**config.mk**
```make
export PLATFORM = sky130hd
export DESIGN_NAME = aal1_payload_fmt
export DESIGN_NICKNAME = d
export VERILOG_FILES = /design/src/rtl/aal1_fmt_pkg.sv /design/src/rtl/aal1_fmt_ctrl.sv /design/src/rtl/aal1_fmt_dpath.sv /design/src/rtl/aal1_payload_fmt.sv
export SDC_FILE = /design/constraint.sdc
export NUM_CORES = 1
export LEC_CHECK = 0
export BUFFER_PORTS_ARGS = -buffer_cell sky130_fd_sc_hd__buf_4
export CORE_MARGIN = 1
export CORE_UTILIZATION = 40
export CTS_CLUSTER_SIZE = 20
export DETAILED_ROUTE_END_ITERATION = 6
export HOLD_SLACK_MARGIN = 0.02
export PLACE_DENSITY = 0.69
export SLEW_MARGIN = 20
export SYNTH_ARGS = -nofsm -noshare
export SYNTH_HDL_FRONTEND = slang
export SYNTH_SLANG_ARGS = --single-unit
```
**constraint.sdc**
```tcl
create_clock -name clk -period 2.45 [get_ports clk]
set_input_delay 0.245 -clock clk [delete_from_list [all_inputs] [get_ports clk]]
set_output_delay 0.245 -clock clk [all_outputs]
set_load 0.05 [all_outputs]
```
**src/rtl/aal1_fmt_pkg.sv**
```systemverilog
package aal1_fmt_pkg;

  localparam int PAYLOAD_BYTES = 48;
  localparam int CNT_W         = 6;
  localparam logic [CNT_W-1:0] CAP_PLAIN = CNT_W'(PAYLOAD_BYTES - 1);
  localparam logic [CNT_W-1:0] CAP_PTR   = CNT_W'(PAYLOAD_BYTES - 2);
  localparam logic [6:0] PTR_LIMIT = 7'd93;

  typedef enum logic [1:0] {
    ST_IDLE,
    ST_HDR,
    ST_PTR,
    ST_USER
  } fmtState_e;

  typedef struct packed {
    logic load;
    logic emitHdr;
    logic emitPtr;
    logic emitUser;
    logic emitPad;
    logic cellDone;
  } fmtStrobe_t;

  // serial CRC-3, generator x^3+x+1, message MSB first
  function automatic logic [2:0] snCrc3(input logic [3:0] msg);
    logic [2:0] rem;
    logic fb;
    rem = 3'b000;
    for (int i = 3; i >= 0; i--) begin
      fb  = msg[i] ^ rem[2];
      rem = {rem[1], rem[0] ^ fb, fb};
    end
    return rem;
  endfunction

  function automatic logic [7:0] snHeader(input logic csi, input logic [2:0] sn);
    logic [6:0] upper;
    upper = {csi, sn, snCrc3({csi, sn})};
    return {upper, ^upper};
  endfunction

endpackage

```
**src/rtl/aal1_fmt_ctrl.sv**
```systemverilog
module aal1_fmt_ctrl
  import aal1_fmt_pkg::*;
(
  input  logic             clk,
  input  logic             rstN,
  input  logic             cellValid,
  input  logic             inValid,
  input  logic             hasPtr,
  input  logic [CNT_W-1:0] fillLen,
  input  logic [CNT_W-1:0] userCap,
  output fmtStrobe_t       strobe,
  output logic             cellReady,
  output logic             byteValid
);

  fmtState_e state, stateNext;
  logic [CNT_W-1:0] userIdx;
  logic advance;

  always_comb begin
    strobe  = '0;
    advance = 1'b0;
    case (state)
      ST_IDLE: strobe.load    = cellValid;
      ST_HDR:  strobe.emitHdr = 1'b1;
      ST_PTR:  strobe.emitPtr = 1'b1;
      ST_USER: begin
        if (userIdx < fillLen) strobe.emitUser = 1'b1;
        else                   strobe.emitPad  = 1'b1;
        advance = strobe.emitPad | (strobe.emitUser & inValid);
        strobe.cellDone = advance && (userIdx == userCap - CNT_W'(1));
      end
      default: ;
    endcase
  end

  always_comb begin
    stateNext = state;
    case (state)
      ST_IDLE: if (cellValid) stateNext = ST_HDR;
      ST_HDR:  stateNext = hasPtr ? ST_PTR : ST_USER;
      ST_PTR:  stateNext = ST_USER;
      ST_USER: if (strobe.cellDone) stateNext = ST_IDLE;
      default: stateNext = ST_IDLE;
    endcase
  end

  always_ff @(posedge clk or negedge rstN) begin
    if (!rstN) begin
      state   <= ST_IDLE;
      userIdx <= '0;
    end else begin
      state <= stateNext;
      if (state == ST_HDR)  userIdx <= '0;
      else if (advance)     userIdx <= userIdx + CNT_W'(1);
    end
  end

  assign cellReady = (state == ST_IDLE);
  assign byteValid = strobe.emitHdr | strobe.emitPtr | strobe.emitPad |
                     (strobe.emitUser & inValid);

endmodule

```
**src/rtl/aal1_fmt_dpath.sv**
```systemverilog
module aal1_fmt_dpath
  import aal1_fmt_pkg::*;
#(
  parameter int NUM_CHAN = 8,
  parameter int CHAN_W   = 3
) (
  input  logic              clk,
  input  logic              rstN,
  input  fmtStrobe_t        strobe,
  input  logic [CHAN_W-1:0] cellChan,
  input  logic              cellStruct,
  input  logic              cellPtrReq,
  input  logic [6:0]        cellPtr,
  input  logic              cellPartial,
  input  logic [CNT_W-1:0]  cellFill,
  input  logic              padWe,
  input  logic [7:0]        padData,
  input  logic [7:0]        inData,
  output logic              hasPtr,
  output logic [CNT_W-1:0]  fillLen,
  output logic [CNT_W-1:0]  userCap,
  output logic [7:0]        outData
);

  logic [2:0]        snTab [NUM_CHAN];
  logic [CHAN_W-1:0] chanQ;
  logic [7:0]        hdrQ, ptrByteQ, padQ;
  logic [2:0]        snNow;
  logic              ptrNow;
  logic [CNT_W-1:0]  capNow, fillNow;

  // one sequence counter per channel
  for (genvar c = 0; c < NUM_CHAN; c++) begin : g_sn
    always_ff @(posedge clk or negedge rstN) begin
      if (!rstN)
        snTab[c] <= 3'd0;
      else if (strobe.cellDone && chanQ == CHAN_W'(c))
        snTab[c] <= snTab[c] + 3'd1;
    end
  end

  assign snNow   = snTab[cellChan];
  assign ptrNow  = cellStruct & cellPtrReq & ~snNow[0];
  assign capNow  = ptrNow ? CAP_PTR : CAP_PLAIN;
  assign fillNow = !cellPartial        ? capNow :
                   (cellFill < capNow) ? cellFill : capNow;

  always_ff @(posedge clk or negedge rstN) begin
    if (!rstN) begin
      chanQ    <= '0;
      hasPtr   <= 1'b0;
      fillLen  <= '0;
      userCap  <= CAP_PLAIN;
      hdrQ     <= 8'h00;
      ptrByteQ <= 8'h00;
    end else if (strobe.load) begin
      chanQ    <= cellChan;
      hasPtr   <= ptrNow;
      fillLen  <= fillNow;
      userCap  <= capNow;
      hdrQ     <= snHeader(ptrNow, snNow);
      ptrByteQ <= {^cellPtr, cellPtr};
    end
  end

  always_ff @(posedge clk or negedge rstN) begin
    if (!rstN)      padQ <= 8'h00;
    else if (padWe) padQ <= padData;
  end

  always_comb begin
    outData = 8'h00;
    if (strobe.emitHdr)       outData = hdrQ;
    else if (strobe.emitPtr)  outData = ptrByteQ;
    else if (strobe.emitUser) outData = inData;
    else if (strobe.emitPad)  outData = padQ;
  end

endmodule

```
**src/rtl/aal1_payload_fmt.sv**
```systemverilog
module aal1_payload_fmt
  import aal1_fmt_pkg::*;
#(
  parameter int NUM_CHAN = 8,
  parameter int CHAN_W   = (NUM_CHAN > 1) ? $clog2(NUM_CHAN) : 1
) (
  input  logic              clk,
  input  logic              rstN,
  input  logic              cellValid,
  output logic              cellReady,
  input  logic [CHAN_W-1:0] cellChan,
  input  logic              cellStruct,
  input  logic              cellPtrReq,
  input  logic [6:0]        cellPtr,
  input  logic              cellPartial,
  input  logic [5:0]        cellFill,
  input  logic              padWe,
  input  logic [7:0]        padData,
  input  logic              inValid,
  output logic              inReady,
  input  logic [7:0]        inData,
  output logic              outValid,
  output logic [7:0]        outData,
  output logic              outLast
);

  fmtStrobe_t       strobe;
  logic             hasPtr;
  logic [CNT_W-1:0] fillLen, userCap;

  aal1_fmt_ctrl u_ctrl (
    .clk       (clk),
    .rstN      (rstN),
    .cellValid (cellValid),
    .inValid   (inValid),
    .hasPtr    (hasPtr),
    .fillLen   (fillLen),
    .userCap   (userCap),
    .strobe    (strobe),
    .cellReady (cellReady),
    .byteValid (outValid)
  );

  aal1_fmt_dpath #(
    .NUM_CHAN (NUM_CHAN),
    .CHAN_W   (CHAN_W)
  ) u_dpath (
    .clk         (clk),
    .rstN        (rstN),
    .strobe      (strobe),
    .cellChan    (cellChan),
    .cellStruct  (cellStruct),
    .cellPtrReq  (cellPtrReq),
    .cellPtr     (cellPtr),
    .cellPartial (cellPartial),
    .cellFill    (cellFill),
    .padWe       (padWe),
    .padData     (padData),
    .inData      (inData),
    .hasPtr      (hasPtr),
    .fillLen     (fillLen),
    .userCap     (userCap),
    .outData     (outData)
  );

  assign inReady = strobe.emitUser;
  assign outLast = strobe.cellDone;

endmodule

```
==> flow_metrics.tcl, run 1 <==
set metrics [dict create \
    status "finished with violations" \
    violations "negative setup slack" \
    synth-seq-cells 66 \
    required_ns 2.20 \
    clock_latency_ns 0.35 \
    hold_viol 0 \
    cts_root_buffer "clkbuf_8" \
    r2r-start "u_ctrl.userIdx[4]" \
    viasPerCell 5.12 \
    yosys_warnings 0 \
    synth_adder_area_share 0.0640 \
    dp_hpwl_um 5270 \
    p_leak_nw 2.17 \
    cp-start-kind "flip-flop" \
    die_h_um 95.8 \
    grt.overflow.total 0 \
    rsz0062_at_grt "true" \
    post-synth-top-area-cell "dfrtp_1" \
    synth_top_family_by_area "multiplexers" \
    yosys-top-cells-count "dfrtp_1, mux2_2, nand2_1" \
    critPathCaptureType "primary output" \
    maxCapViolCount 0 \
    hold_path_class "in -> reg" \
    pre_cts_ws_ns 0.118 \
    min_period_over_period 1.01 \
    nFillCells 720 \
    ir_worst_vdd_uv 582 \
    drc 0 \
    crit_family "compound AO/OA/AOI/OAI gates" \
    cts_inserted_buffers 9 \
    gp_congestion 0.819 \
    cts_tree "done" \
    multiInputGateArea_um2 1860 \
    tns_ns -0.181 \
    drive_gt1_frac 0.387 \
    initial_utilization 0.420 \
    final_util 0.536 \
    cts-htree-levels 3 \
    min_to "u_dpath.userCap[0]" \
    post-place-cells 468 \
    synth_xor_area_frac 0.0771 \
    setup_ws_ns -0.0327 \
    instances_no_fill 490 \
    hold_depth 2 \
    clock_path_buffers 2 \
    synth_top_area_share 0.462 \
    regArea_um2 1650 \
    finalCriticalPeriod_ns 2.48 \
    row_count 33 \
    cp_slowest_cell "dfrtp_1" \
    worstReg2RegEnd "u_dpath.snTab[1]" \
    ys_seq_area_frac 0.469 \
    synth_compound_area_frac 0.0832 \
    crit_path_frequent_cell "a21o_1" \
    route.vias.total 2510 \
    ios 52 \
    io_buffer_count 51 \
    detail_route.first_pass.iterations 4 \
    clk_pin_slew_ns 0.07 \
    layout.nets 439 \
    ant_nets 0 \
    wl_per_cell_um 14.5 \
    relSlewSlack 0.452 \
    yosys_most_used_dff "dfrtp_1" \
    grt_use_total 0.175 \
    cp_num_buf_inv 1 \
    power.total_mw 4.70 \
    antenna_found_initial 0 \
    synth-simple-area-share 0.115 \
    criticalPathCategory "reg -> out" \
    powerDensity_nw_per_um2 1050 \
    synth.most_common_cell "dfrtp_1" \
    muxShareOfSynthArea 0.166 \
    grt_max_degree 67 \
    drt_iter0_drc 148 \
    worstPathArrival_ns 2.24 \
    clkSinkCount 66 \
    grt_pass1_wl_um 11900 \
    diodes 0 \
    rrSetupSlack_ns 0.08 \
    syn_inst 308 \
    core_region_area_um2 8380 \
    synthArstFlopShare 1.00 \
    die_width_um 95.8 \
    grt_pass1_vias 2519 \
    crit_chain "ha_1 > a21o_1 > a21o_1 > a21o_4 > mux2_2 > nand2_1 > a21oi_2 > buf_6" \
    die_area_um2 9180 \
    synth_area_leaders "dfrtp_1, mux2_2, ha_1" \
    setup_viol 8 \
    final_max_slew_viol_count 0 \
    synth-edff-count 0 \
    syn_to_final_growth_pct 27.5 \
    avgSynthCellArea_um2 11.4 \
    cp_slowest_stage_delay_ns 0.39 \
    synthDistinctLibCells 44 \
    critPathMaxFanout 6 \
    max_slew.worst_pin.slew_ns 0.821 \
    holdCritStartpoint "cellValid" \
    r2r_cells 10 \
    max_freq_mhz 403 \
    wl_um 7100 \
    fin_skew_ns 0.00751 \
    syn-cell-area_um2 3520 \
    syn_nets 366 \
]
-- how the worst max path moves through the flow --
stage,slack (ns),cells after the start,start,to
2_1_floorplan,0.08,8,u_ctrl.userIdx[4],outData[0]
3_3_place_gp,0.13,7,u_dpath.userCap[0],u_dpath.snTab[1]
3_5_place_dp,0.12,7,u_dpath.userCap[0],u_dpath.snTab[1]
4_1_cts,-0.07,8,u_ctrl.userIdx[4],outData[2]
5_1_grt,-0.14,8,u_ctrl.userIdx[4],outData[5]
6_report,-0.03,8,u_ctrl.userIdx[4],outData[5]
-- repair_timing --
action,in CTS,in global routing
hold endpoints to repair,12,0
cloned,1,0
hold buffers,1,0
endpoints found under the setup margin,10,11
buffers inserted,2,3
pin swaps,11,5
gates resized for setup,14,9
-- state kept, by name, indices dropped and copies added, names as in the netlist --
| register | count |
|---|---|
| u_ctrl.state | 2 |
| u_dpath.snTab | 24 |
| u_dpath.padQ | 8 |
| u_ctrl.userIdx | 6 |
| u_dpath.chanQ | 3 |
| u_dpath.userCap | 1 |
| u_dpath.ptrByteQ | 8 |
| u_dpath.fillLen | 6 |
| u_dpath.hdrQ | 8 |
-- routing by layer --
layer / up-vias / GRT usage / part of all wire
li1: 1235 / - / -
met1: 1222 / 0.223 / 0.46
met2: 45 / 0.282 / 0.48
met3: 8 / 0.0592 / 0.046
met4: 0 / 0.0560 / 0.012
met5: - / 0 / 0
-- area by class of cell --
class                   instances  share of cell area
clock inverters                 4              0.0167
multi-input cells             220               0.415
flip-flops and latches         66               0.368
clock buffers                  11              0.0337
well taps                     105              0.0293
repair buffers                 71               0.127
inverters                      13              0.0109
-- stage by stage --
step                      hold slack [ns]  cell area (um^2)
after floorplan                   -0.0506              3550
after global placement              0.396              4130
after detailed placement            0.396              4130
after CTS                          0.0636              4440
after global routing               0.0816              4490
final                              0.0808              4490
-- power by group --
group / internal, mW / switching [mW] / leakage [nW] / total (mW)
clock: 0.622 / 0.410 / 0.108 / 1.03
combinational: 0.866 / 1.33 / 1.22 / 2.20
sequential: 1.31 / 0.159 / 0.850 / 1.47
-- placed cells by master (no fill, tap or decap), drive strengths merged, types with 6 or more instances in the layout --
cell type / count
o22ai: 7
mux4: 6
inv: 12
nand3: 7
o21ai: 15
nor3: 6
nand2: 29
mux2: 36
dfrtp: 65
a21oi: 18
xor2: 11
buf: 70
clkbuf: 11
ha: 18
xnor2: 20
nor2: 10
-- logic make-up after synthesis --
logic type      after synthesis
compound gates               50
flops                        66
simple gates                 74
buf+inv                      23
xor+xnor                     31
mux                          46
fa+ha+maj                    18
(Power assumes the default switching activity.)
==> run 2, diff against run 1 <==
--- a/config.mk
+++ b/config.mk
@@ -11,6 +11,7 @@
 export CTS_CLUSTER_SIZE = 20
 export DETAILED_ROUTE_END_ITERATION = 6
 export HOLD_SLACK_MARGIN = 0.02
+export MAX_ROUTING_LAYER = met4
 export PLACE_DENSITY = 0.69
 export SLEW_MARGIN = 20
 export SYNTH_ARGS = -nofsm -noshare
==> run 2 against run 1 <==
The run still ends with negative setup slack left. Critical path depth unchanged. Global-route usage up 0.51 points. Via count decreased by 0.12%. Final cell count did not move. Clock power is essentially flat. Fmax barely moved. Combinational power hardly changed.
==> flow_metrics.tcl, run 2 (same netlist as run 1, synthesis figures left out) <==
set metrics [dict create \
    status "finished with violations" \
    violations "negative setup slack" \
    switching_power_mw 1.90 \
    io_buffer_count 51 \
    crit_path_frequent_cell "a21o_1" \
    crit_family "compound AO/OA/AOI/OAI gates" \
    drt_iter0_drc 153 \
    criticalPathCategory "reg -> out" \
    max_slew.worst_pin.slew_ns 0.824 \
    cts_root_buffer "clkbuf_8" \
    setup_viol 8 \
    cp_num_buf_inv 1 \
    ios 52 \
    clock_path_buffers 2 \
    hold_viol 0 \
    grt.overflow.total 0 \
    pre_cts_ws_ns 0.118 \
    p_int_mw 2.80 \
    layout.nets 439 \
    setup_ws_ns -0.0312 \
    gp_congestion 0.832 \
    p_clk_frac 0.220 \
    seqPwrFrac 0.313 \
    dp_hpwl_um 5270 \
    required_ns 2.20 \
    antenna_found_initial 0 \
    cp_slowest_stage_delay_ns 0.39 \
    crit_chain "ha_1 > a21o_1 > a21o_1 > a21o_4 > mux2_2 > nand2_1 > a21oi_2 > buf_6" \
    ir_worst_vdd_uv 582 \
    p_comb_frac 0.468 \
    cts_inserted_buffers 9 \
    fin_skew_ns 0.00729 \
    rrSetupSlack_ns 0.08 \
    clkSinkCount 66 \
    wl_per_cell_um 14.5 \
    rsz0062_at_grt "true" \
    worstPathArrival_ns 2.24 \
    powerDensity_nw_per_um2 1050 \
    grt_pass1_vias 2508 \
    cp_slowest_cell "dfrtp_1" \
    grt_pass1_wl_um 11900 \
    cts_tree "done" \
    final_cell_mix "dfrtp_1, buf_4, mux2_2" \
    wl_um 7090 \
    core_region_area_um2 8380 \
    diodes 0 \
    clk_pin_slew_ns 0.07 \
    drc 0 \
    viasPerCell 5.12 \
    cts-htree-levels 3 \
    min_period_over_period 1.01 \
    detail_route.first_pass.iterations 4 \
    finalCriticalPeriod_ns 2.48 \
    row_count 33 \
    max_freq_mhz 403 \
    die_width_um 95.8 \
    p_leak_nw 2.17 \
    cp-start-kind "flip-flop" \
    die_h_um 95.8 \
    route.vias.total 2507 \
    grt_max_degree 67 \
    critPathCaptureType "primary output" \
    swShare 0.404 \
    critPathMaxFanout 6 \
    final_max_slew_viol_count 0 \
    final_common_cell "dfrtp_1" \
    tns_ns -0.169 \
    grt_use_total 0.181 \
    syn_to_final_growth_pct 27.5 \
    hold_path_class "in -> reg" \
    ant_nets 0 \
    clock_latency_ns 0.34 \
    largest_reg_flops 24 \
    maxCapViolCount 0 \
    initial_utilization 0.420 \
    drive_gt1_frac 0.387 \
    top_register "u_dpath.snTab" \
    die_area_um2 9180 \
    relSlewSlack 0.451 \
]
[run 2: cell counts in the layout (fill, tap and decap cells not counted)]
No cell type changed its count.
[run 2: final cells by class]
| cell class | instances | area (um^2) |
|---|---|---|
| Clock buffer | 11 | 151 |
| Clock inverter | 4 | 75.1 |
| Tap cell | 105 | 131 |
| Timing Repair Buffer | 71 | 569 |
| Sequential cell | 66 | 1650 |
| Inverter | 13 | 48.8 |
| Fill cell | 720 | 3890 |
| Multi-Input combinational cell | 220 | 1860 |
[run 2: what timing repair did]
item                                   CTS  global route
setup buffers                            2             3
endpoints found under the hold margin   12             0
cloned                                   1             0
pin swaps                               11             5
setup endpoints to repair               10            11
gates resized for setup                 14             9
hold buffers                             1             0
[run 2: per-stage QoR]
step	hold WS [ns]	total power, mW	std cells	instance area (um^2)	utilization
2_1_floorplan	-0.0506	2.92	308	3550	-
3_3_place_gp	0.396	3.53	468	4130	0.493
3_5_place_dp	0.396	3.55	468	4130	0.493
4_1_cts	0.0636	4.73	487	4440	0.530
5_1_grt	0.0817	4.98	490	4490	0.536
6_report	0.0822	4.70	490	4490	0.536
[run 2: power groups by stage]
stage	registers [mW]	clock network (mW)	logic [mW]
6_report	1.47	1.03	2.20
5_1_grt	1.50	1.12	2.37
4_1_cts	1.47	1.07	2.20
3_5_place_dp	1.49	0	2.06
3_3_place_gp	1.48	0	2.05
2_1_floorplan	1.45	0	1.46
[run 2: worst paths after layout]
path                                      end  cells after the start              start
setup / recovery                   outData[5]                      8  u_ctrl.userIdx[4]
hold / removal             u_dpath.userCap[0]                      2          cellValid
setup reg to reg             u_dpath.snTab[1]                     10  u_ctrl.userIdx[4]
hold reg to reg             u_dpath.snTab[17]                      1  u_dpath.snTab[17]
max in group asynchronous    u_dpath.chanQ[0]                      2               rstN
min in group asynchronous    u_dpath.snTab[9]                      2               rstN
[run 2: layer usage]
| metal | part of all wire | up-vias | track usage | routed length (um) |
|---|---|---|---|---|
| met2 | 0.47 | 45 | 0.281 | 3340 |
| met1 | 0.47 | 1215 | 0.225 | 3330 |
| met4 | 0.015 | 0 | 0.0560 | 109 |
| li1 | - | 1235 | - | - |
| met5 | 0 | - | - | 0 |
| met3 | 0.044 | 12 | 0.0577 | 312 |
